## config.mk

```make
export PLATFORM = sky130hd
export DESIGN_NAME = irq_chain_ctl
export DESIGN_NICKNAME = d
export VERILOG_FILES = /design/src/rtl/irq_chain_pkg.sv /design/src/rtl/irq_prio_pick.sv /design/src/rtl/irq_cycle_decode.sv /design/src/rtl/irq_chan_state.sv /design/src/rtl/irq_chain_ctl.sv
export SDC_FILE = /design/constraint.sdc
export NUM_CORES = 1
export LEC_CHECK = 0
export ABC_AREA = 1
export BUFFER_PORTS_ARGS = -buffer_cell sky130_fd_sc_hd__buf_2
export CAP_MARGIN = 20
export CORE_ASPECT_RATIO = 1.1
export CORE_MARGIN = 2
export CORE_UTILIZATION = 27
export CTS_CLUSTER_SIZE = 24
export DETAILED_ROUTE_END_ITERATION = 7
export PLACE_DENSITY = 0.49
export SLEW_MARGIN = 15
export SYNTH_ARGS = -nofsm -noshare
export SYNTH_HDL_FRONTEND = slang
export SYNTH_SLANG_ARGS = --single-unit
```

## constraint.sdc

```tcl
create_clock -name clk -period 1.2 [get_ports clk]
set_clock_uncertainty 0.1 [all_clocks]
set_input_delay 0.06 -clock clk [delete_from_list [all_inputs] [get_ports clk]]
set_output_delay 0.06 -clock clk [all_outputs]
set_load 0.005 [all_outputs]
```

## src/rtl/irq_chain_pkg.sv

```systemverilog
package irq_chain_pkg;
   localparam logic [7:0] OPC_PREFIX = 8'hED;
   localparam logic [7:0] OPC_RETURN = 8'h4D;

   typedef struct packed {
      logic ack_now;
      logic ack_start;
      logic reti_hit;
   } cyc_evt_t;
endpackage

```

## src/rtl/irq_prio_pick.sv

```systemverilog
module irq_prio_pick #(
   parameter int N = 4
) (
   input  logic [N-1:0]         req,
   output logic [N-1:0]         sel,
   output logic [$clog2(N)-1:0] idx,
   output logic                 any
);
   localparam int IW = $clog2(N);

   logic [N:0] seen;
   assign seen[0] = 1'b0;

   for (genvar i = 0; i < N; i++) begin : g_chain
      assign sel[i]    = req[i] & ~seen[i];
      assign seen[i+1] = seen[i] | req[i];
   end

   assign any = seen[N];

   always_comb begin
      idx = '0;
      for (int i = N - 1; i >= 0; i--) begin
         if (req[i]) idx = IW'(i);
      end
   end
endmodule

```

## src/rtl/irq_cycle_decode.sv

```systemverilog
module irq_cycle_decode
   import irq_chain_pkg::*;
#(
   parameter int DATA_W = 8
) (
   input  logic              clk,
   input  logic              rst_n,
   input  logic              m1_n,
   input  logic              iorq_n,
   input  logic              rd_n,
   input  logic              iei,
   input  logic [DATA_W-1:0] data_in,
   output cyc_evt_t          evt
);
   localparam logic [DATA_W-1:0] PFX = DATA_W'(OPC_PREFIX);
   localparam logic [DATA_W-1:0] RET = DATA_W'(OPC_RETURN);

   logic ack_now, ack_q, fetch_now, fetch_q, fetch_end, armed_q;
   logic [DATA_W-1:0] byte_q;

   assign ack_now   = ~m1_n & ~iorq_n;
   assign fetch_now = ~m1_n & ~rd_n;
   assign fetch_end = fetch_q & ~fetch_now;

   always_ff @(posedge clk or negedge rst_n) begin
      if (!rst_n) begin
         ack_q   <= 1'b0;
         fetch_q <= 1'b0;
         armed_q <= 1'b0;
         byte_q  <= '0;
      end else begin
         ack_q   <= ack_now;
         fetch_q <= fetch_now;
         if (fetch_now) byte_q <= data_in;
         if (fetch_end) armed_q <= (byte_q == PFX);
      end
   end

   assign evt.ack_now   = ack_now;
   assign evt.ack_start = ack_now & ~ack_q;
   assign evt.reti_hit  = fetch_end & armed_q & (byte_q == RET) & iei;


   arm_src_chk: assert property (@(posedge clk) disable iff (!rst_n)
      $rose(armed_q) |-> $past(fetch_q));
endmodule

```

## src/rtl/irq_chan_state.sv

```systemverilog
module irq_chan_state #(
   parameter int N = 4
) (
   input  logic         clk,
   input  logic         rst_n,
   input  logic [N-1:0] zc_evt,
   input  logic [N-1:0] irq_en,
   input  logic         grant,
   input  logic [N-1:0] gsel,
   input  logic         reti_hit,
   output logic [N-1:0] pend,
   output logic [N-1:0] insvc
);
   logic [N:0]   rseen;
   logic [N-1:0] rsel, pend_nx, insvc_nx;

   assign rseen[0] = 1'b0;
   for (genvar i = 0; i < N; i++) begin : g_ret
      assign rsel[i]    = insvc[i] & ~rseen[i];
      assign rseen[i+1] = rseen[i] | insvc[i];
   end

   assign pend_nx  = (pend & ~(gsel & {N{grant}})) | (zc_evt & irq_en);
   assign insvc_nx = (insvc & ~(rsel & {N{reti_hit}})) | (gsel & {N{grant}});

   always_ff @(posedge clk or negedge rst_n) begin
      if (!rst_n) begin
         pend  <= '0;
         insvc <= '0;
      end else begin
         pend  <= pend_nx;
         insvc <= insvc_nx;
      end
   end

   for (genvar i = 0; i < N; i++) begin : g_chk

      pend_rise_chk: assert property (@(posedge clk) disable iff (!rst_n)
         $rose(pend[i]) |-> $past(zc_evt[i] & irq_en[i]));

      insvc_rise_chk: assert property (@(posedge clk) disable iff (!rst_n)
         $rose(insvc[i]) |-> $past(grant & gsel[i]));

      insvc_fall_chk: assert property (@(posedge clk) disable iff (!rst_n)
         $fell(insvc[i]) |-> $past(reti_hit));
   end
endmodule

```

## src/rtl/irq_chain_ctl.sv

```systemverilog
module irq_chain_ctl
   import irq_chain_pkg::*;
#(
   parameter int          NUM_CH    = 4,
   parameter int          DATA_W    = 8,
   parameter int unsigned VEC_UPPER = 20,
   parameter bit          NEST_EN   = 1'b1
) (
   input  logic              clk,
   input  logic              rst_n,
   input  logic [NUM_CH-1:0] zc_evt,
   input  logic [NUM_CH-1:0] irq_en,
   input  logic              iei,
   input  logic              m1_n,
   input  logic              iorq_n,
   input  logic              rd_n,
   input  logic [DATA_W-1:0] data_in,
   output logic              int_oe,
   output logic              ieo,
   output logic              vec_oe,
   output logic [DATA_W-1:0] vec_out
);
   localparam int CH_W = $clog2(NUM_CH);
   localparam int VU_W = DATA_W - CH_W - 1;

   if (NUM_CH < 2) begin : g_bad_ch
      $error("NUM_CH must be at least 2");
   end
   if (VU_W < 1) begin : g_bad_w
      $error("DATA_W too narrow for channel field");
   end
   if (DATA_W < 8) begin : g_bad_op
      $error("DATA_W must hold an opcode byte");
   end

   cyc_evt_t          evt;
   logic [NUM_CH-1:0] pend, insvc, elig, gsel;
   logic [CH_W-1:0]   gidx, ch_q;
   logic              any_elig, grant, own_q;

   irq_cycle_decode #(.DATA_W(DATA_W)) u_dec (
      .clk     (clk),
      .rst_n   (rst_n),
      .m1_n    (m1_n),
      .iorq_n  (iorq_n),
      .rd_n    (rd_n),
      .iei     (iei),
      .data_in (data_in),
      .evt     (evt)
   );

   if (NEST_EN) begin : g_nest
      logic [NUM_CH-1:0] blk;
      assign blk[0] = insvc[0];
      for (genvar i = 1; i < NUM_CH; i++) begin : g_blk
         assign blk[i] = blk[i-1] | insvc[i];
      end
      assign elig = pend & ~blk;
   end else begin : g_flat
      assign elig = (|insvc) ? '0 : pend;
   end

   irq_prio_pick #(.N(NUM_CH)) u_pick (
      .req (elig),
      .sel (gsel),
      .idx (gidx),
      .any (any_elig)
   );

   assign grant = evt.ack_start & iei & any_elig;

   irq_chan_state #(.N(NUM_CH)) u_state (
      .clk      (clk),
      .rst_n    (rst_n),
      .zc_evt   (zc_evt),
      .irq_en   (irq_en),
      .grant    (grant),
      .gsel     (gsel),
      .reti_hit (evt.reti_hit),
      .pend     (pend),
      .insvc    (insvc)
   );

   always_ff @(posedge clk or negedge rst_n) begin
      if (!rst_n) begin
         own_q <= 1'b0;
         ch_q  <= '0;
      end else if (grant) begin
         own_q <= 1'b1;
         ch_q  <= gidx;
      end else if (!evt.ack_now) begin
         own_q <= 1'b0;
      end
   end

   assign int_oe  = iei & any_elig;
   assign ieo     = iei & ~(|pend) & ~(|insvc);
   assign vec_oe  = evt.ack_now & own_q;
   assign vec_out = {VU_W'(VEC_UPPER), ch_q, 1'b0};


   grant_onehot_chk: assert property (@(posedge clk) disable iff (!rst_n)
      grant |-> ($countones(gsel) == 1));

   vec_in_ack_chk: assert property (@(posedge clk) disable iff (!rst_n)
      vec_oe |-> $past(evt.ack_now));

   no_grant_low_iei_chk: assert property (@(posedge clk) disable iff (!rst_n)
      (evt.ack_start && !iei) |=> !vec_oe);

   ieo_idle_chk: assert property (@(posedge clk) disable iff (!rst_n)
      ieo |-> (insvc == '0));
endmodule

```

After elaboration in Yosys (flattened, before gate mapping):

Cells that the tools add are included.

* $add $sub $neg: 0
* $mul: 0
* divide/modulo/power cells: 0
* magnitude comparators: 0
* equal/unequal tests: 3
* shift-type cells: 0
* mux-type cells: 6
* bitwise operators: 49
* reductions and logical operators: 2

Operators with widths (count)
* bitwise AND 4 bit: 6
* bitwise AND 1 bit: 19
* inverter 1 bit: 13
* inverter 4 bit: 3
* == test 8 x 7 -> 1 bit (second input constant): 1
* == test 8 bit (second input constant): 1
* two-way mux 2 bit: 4
* OR 4 bit: 2
* OR reduction 4 bit: 2
* OR 1 bit: 6
* two-way mux 1 bit: 2
* inequality test 2 x 1 -> 1 bit (second input constant): 1

* bits in registers: 22
* latch bits: 0
* memory bits (writable): 0
* bits in read-only memories: 0
* bits of input ports: 22
* output and inout bits: 11
* word-level logic and storage cells: 68
* memories: 0

Logic depth before layout (Yosys ltp):

* depth in word-level cells: 13
* mapped depth: 8
* depth with buffers taken out: 8

Modules after synthesis:

Synthesis repeated with hierarchy kept, for this count alone.

* cell total of the unflattened synthesis: 142
* area total of the unflattened synthesis: 1117.3 µm²

Modules (own cells, without submodules)
* irq_cycle_decode: instances 1, cells each 58, area each 499.2 µm², sequential area each 275.3 µm²
* irq_chan_state: instances 1, cells each 28, area each 302.8 µm², sequential area each 200.2 µm²
* irq_chain_ctl: instances 1, cells each 40, area each 247.7 µm², sequential area each 75.1 µm²
* irq_prio_pick: instances 1, cells each 16, area each 67.6 µm², sequential area each 0.0 µm²

Worst setup path after synthesis:

No wires, ideal clock.

* path kind: reg2reg
* start: reg u_state.insvc[0]
* end: reg u_state.pend[0]
* library setup time: 117 ps
* arrival time: 967 ps
* data required time: 983 ps
* setup slack: 17 ps
* cell stages (with the launch flop): 7
* buffers on the path: 0
* period minus slack after synthesis: 1183 ps
* path through: dfrtp_1 > nor2_4 > nand3_2 > nand3_2 > nand3_1 > nand2_1 > nand2_1

* cells in the longest elaborated chain, start to end: 11
* elaborated cells on any way between the ends: 13
* classes of those cells: bitwise (13)

RTL lines
* start, declared: RTL line irq_chan_state.sv:12 `output logic [N-1:0] insvc`
* start signal, assigned: RTL line irq_chan_state.sv:32 `insvc <= insvc_nx;`
* OR 1 bit: RTL line irq_chain_ctl.sv:56 `assign blk[i] = blk[i-1] | insvc[i];`
* inverter 4 bit (*): RTL line irq_chain_ctl.sv:58 `assign elig = pend & ~blk;`
* bitwise AND 4 bit (*): RTL line irq_chain_ctl.sv:58
* OR 1 bit (tied with other cells): RTL line irq_prio_pick.sv:16 `assign seen[i+1] = seen[i] | req[i];`
* OR 1 bit / bitwise AND 4 bit (equally long branches): RTL line irq_prio_pick.sv:16, irq_chain_ctl.sv:58
* OR 1 bit: RTL line irq_prio_pick.sv:16
* bitwise AND 1 bit: RTL line irq_chain_ctl.sv:70 `assign grant = evt.ack_start & iei & any_elig;`
* bitwise AND 4 bit (*): RTL line irq_chan_state.sv:23 `assign pend_nx = (pend & ~(gsel & {N{grant}})) | (zc_evt & irq_en);`
* inverter 4 bit (*): RTL line irq_chan_state.sv:23
* bitwise AND 4 bit (*): RTL line irq_chan_state.sv:23
* OR 4 bit (*): RTL line irq_chan_state.sv:23
* via u_state.pend_nx[0]: RTL line irq_chan_state.sv:15 `logic [N-1:0] rsel, pend_nx, insvc_nx;`
* end signal, assigned: RTL line irq_chan_state.sv:31 `pend <= pend_nx;`
* end, declared: RTL line irq_chan_state.sv:11 `output logic [N-1:0] pend,`

Mark *: on every way through the listed nets, which the timed path passes. The rest lies on a longest branch.
A chain may end at the register's enable or synchronous reset.

Worst setup path after layout:

* start: reg u_state.insvc[1]
* end: reg u_state.pend[1]

* cells in the longest elaborated chain, start to end: 11
* elaborated cells on any way between the ends: 14
* classes of those cells: bitwise (14)

RTL lines (RTL line)
* OR 1 bit (*): irq_chain_ctl.sv:56
* inverter 4 bit (*): irq_chain_ctl.sv:58
* bitwise AND 4 bit (*): irq_chain_ctl.sv:58
* OR 1 bit (tied with other cells): irq_prio_pick.sv:16
* OR 1 bit / bitwise AND 4 bit (equally long branches): irq_prio_pick.sv:16, irq_chain_ctl.sv:58
* OR 1 bit: irq_prio_pick.sv:16
* bitwise AND 1 bit: irq_chain_ctl.sv:70
* bitwise AND 4 bit (*): irq_chan_state.sv:23
* inverter 4 bit (*): irq_chan_state.sv:23
* bitwise AND 4 bit (*): irq_chan_state.sv:23
* OR 4 bit (*): irq_chan_state.sv:23
* via u_state.pend_nx[1]: irq_chan_state.sv:15

Marks and branches as above.

==> summary.md <==
| Metric | Value |
|---|---|
| Synth Instances | `about 130` |
| Sequential Area | `roughly 550 um^2` |
| Die W | `64.0 um` |
| First-pass GRT wire length | `roughly 4300 um` |
| Placed cell count | `207` |
| Worst flop-to-flop path startpoint | `u_state.insvc[1]$_DFF_PN0_` |
| Switching Fraction | `0.343` |
| Rel. slew slack | `0.662` |
| Tcrit/Tclk final | `1.25` |
| Tot Pwr | `2.61 mW` |
| Worst Reg-to-Reg Cells | `8` |
| Hold Crit Class | `in -> reg` |
| Synth Area in Adders | `0` |
| Top-count cell post-synth | `nand2_1` |
| Slowest cell delay on critical path | `0.41 ns` |
| Clock Tree Buf Depth | `2` |
| Worst-path clk slew | `roughly 0.08 ns` |
| CP max FO | `6` |
| TritonCTS Buffers | `3` |
| Setup-failing EPs final | `13` |
| Initial antenna violation count | `0` |
| Core area | `3710 um^2` |
| RSZ-0062 raised after global routing | `true` |
| MaxCap Viol Count | `0` |
| DRC viols | `0` |
| Worst setup startpoint | `u_state.insvc[1]$_DFF_PN0_` |
| Maximum vdd drop | `0.656 mV` |
| Comb pwr share | `0.424` |
| Initial DRC count | `32` |
| Fin Setup TNS | `-2.71 ns` |
| Proportion of synthesized area in mux cells | `0.0422` |
| Commonest cells in the netlist | `nand2_1, dfrtp_1, inv_1, nor2_1, o21ai_0` |
| Clock power frac | `0.201` |
| Share of post-route cells with drive strength above 1 | `0.360` |
| Ys flop type | `dfrtp_1` |
| CTS tree | `built` |
| Root buf cell | `clkbuf_8` |
| Max Slew Vio Count | `0` |
| Post-Route WL | `approximately 2600 um` |
| Num rows | `23` |
| CP endpoint kind | `register` |
| Area grow syn2layout | `55.4%` |
| Net Switching | `about 900 uW` |
| Worst-Margin Slew | `a little over 0.5 ns` |
| Filler cell count | `roughly 370` |
| Die area | `approximately 4500 um^2` |
| Critical path's slowest cell | `dfrtp_1` |
| Vias | `994` |
| Simple-Gate Fraction of Synth Area | `0.272` |
| IO Pins | `33` |
| Hold path startpoint | `rd_n` |
| Buffers on Ports | `26` |
| Synth cell types | `19` |
| Multi-input logic area | `493 um^2` |
| Antenna cells | `0` |
| Vias in the first global route | `~1000` |
| Total GRT Usage | `0.120` |
| Yosys warnings | `0` |
| CTS Sinks | `22` |
| Family with the most delay on the worst path | `simple AND/OR/NAND/NOR gates` |
| Post-Layout Cell Count | `236` |
| Top cells by area, synth | `dfrtp_1, nand2_1, inv_1` |
| DRT antenna net count | `0` |
| Reg power frac | `0.374` |
| Worst EP required | `about 1.3 ns` |
| Worst Path Buf+Inv | `2` |
| Flop2flop setup slack | `-0.30 ns` |
| Setup CP Type | `reg -> reg` |
| Share of synthesized registers carrying an async set or reset | `1.00` |
| CP Launch Type | `register` |
| Initial core utilization | `0.288` |
| Area fraction of the dominant cell type after synthesis | `0.515` |
| Synth Area in XOR/XNOR | `0` |
| Number of synthesized flops with an enable pin | `0` |
| Largest net degree at the start of global routing | `23` |
| Max Fclk | `between 600 and 700 MHz` |
| Clk_lat worst skew | `0.26 ns` |
| Final hold vios | `0` |
| Crit path cell chain | `nor2_4, buf_4, buf_6, nand2_4, nor2_2, nand3_2, nand2_1, nand2_1` |
| CP endpoint | `u_state.pend[1]$_DFF_PN0_` |
| Synthesized area | `between 1000 and 1500 um^2` |
| Leakage | `0.860 nW` |
| Main combinational cell family by area after synthesis | `simple AND/OR/NAND/NOR gates` |
| Post-synthesis compound-gate area fraction | `0.0621` |
| Avg Inst Size Synth | `around 8.5 um^2` |
| Total global routing overflow | `0` |
| 1st-pass router iterations | `4` |
| Die Ht | `around 70 um` |
| H-tree level count | `1` |
| Arrival @ worst endpoint | `1.55 ns` |
| Status | `finished with violations` |
| PD cells | `around 1600 nW/um^2` |
| Crit path time final | `roughly 1.5 ns` |
| Final setup margin | `-0.298 ns` |
| #FFs+latches synth | `22` |
| Sequential element share of the synthesized area | `0.515` |
| Leading area contributor after synthesis | `dfrtp_1` |
| Drt via density | `roughly 4.2` |
| Critical Path Stages | `8` |
| Wire per inst | `10.9 um` |
| DP Wirelength | `between 1500 and 2000 um` |
| GP Congestion | `about 0.9` |
| Pint | `around 1.7 mW` |
| Most frequent CP cell | `nand2_1` |
| Failing checks | `negative setup slack` |
| Layout Nets | `about 210` |
| End of the worst register-to-register path | `u_state.pend[1]$_DFF_PN0_` |
-- worst min-delay path by stage --
stage | endpoint | slack (ns) | cells past startpoint
floorplan | ch_q[0]$_DFFE_PN0P_ | -0.34 | 0
global placement | ch_q[0]$_DFFE_PN0P_ | -0.05 | 1
detailed placement | ch_q[1]$_DFFE_PN0P_ | -0.04 | 1
CTS | u_dec.armed_q$_DFFE_PN0N_ | 0.04 | 4
global route | u_dec.armed_q$_DFFE_PN0N_ | 0.07 | 4
finish | u_dec.armed_q$_DFFE_PN0N_ | 0.04 | 4
-- sequential cells by signal, indices dropped and copies added (netlist names) --
register	count
u_state.pend	4
u_dec.fetch_q	1
ch_q	2
u_dec.byte_q	8
own_q	1
u_dec.ack_q	1
u_state.insvc	4
u_dec.armed_q	1
-- per-layer routing --
layer | global-route usage | part of all wire
met2 | 0.215 | 0.53
met1 | 0.140 | 0.43
met5 | 0 | 0
met3 | 0.0242 | 0.037
met4 | 0.0435 | 0.0055
-- through the flow --
stage | cell area, um^2 | utilization | hold WS, ns | worst slack [ns]
5_1_grt | 1660 | 0.447 | 0.0728 | -0.382
3_3_place_gp | 1290 | 0.348 | -0.0468 | -0.123
3_5_place_dp | 1290 | 0.348 | -0.0376 | -0.116
4_1_cts | 1620 | 0.436 | 0.0424 | -0.309
6_report | 1660 | 0.447 | 0.0398 | -0.298
2_1_floorplan | 1080 | - | -0.336 | 0.0167
-- power groups by stage --
| stage | clock network [mW] | registers (mW) | logic, mW |
|---|---|---|---|
| after CTS | 0.559 | 0.978 | 0.976 |
| after global placement | 0 | 0.987 | 0.674 |
| final | 0.526 | 0.978 | 1.11 |
| after detailed placement | 0 | 0.991 | 0.681 |
| after floorplan | 0 | 0.979 | 0.417 |
| after global routing | 0.589 | 0.989 | 1.22 |
-- cell type report --
class                   instances  area share
inverters                      15      0.0339
clock buffers                   4      0.0332
well taps                      50      0.0377
repair buffers                 60       0.267
flip-flops and latches         22       0.332
multi-input cells              85       0.297
-- what timing repair did --
item | in CTS | in global routing
endpoints found under the setup margin | 13 | 14
hold buffers | 19 | 0
pin swaps | 5 | 5
endpoints found under the hold margin | 37 | 0
gates cloned | 0 | 0
gates resized for setup | 11 | 10
setup buffers | 6 | 2
-- worst reg2reg max path, stage by stage (launching register included) --
cell and delay, ns:
dfrtp_1 0.41, nor2_4 0.23, buf_4 0.16, buf_6 0.09
nand2_4 0.06, nor2_2 0.13, nand3_2 0.10, nand2_1 0.08
nand2_1 0.04
-- cell families after synthesis --
kind of cell	after synthesis
other cells	2
buf+inv	22
flops	22
compound gates	12
simple gates	63
mux	4
-- cells in the final DEF, fill, tap and decap left out, types with 2 or more instances in the layout --
cell,count
dlygate4sd3_1,18
nor2_4,2
nand3_4,2
dfrtp_1,22
clkbuf_8,4
o21ai_1,2
nand2_1,33
buf_2,26
nor2_2,3
nand4_1,4
buf_4,13
nand3_2,4
conb_1,6
nand2_4,3
nand3_1,2
nor2_1,8
buf_6,2
o21ai_0,7
inv_1,14
mux2_2,3
No activity file was read; power rests on OpenSTA's default activity.
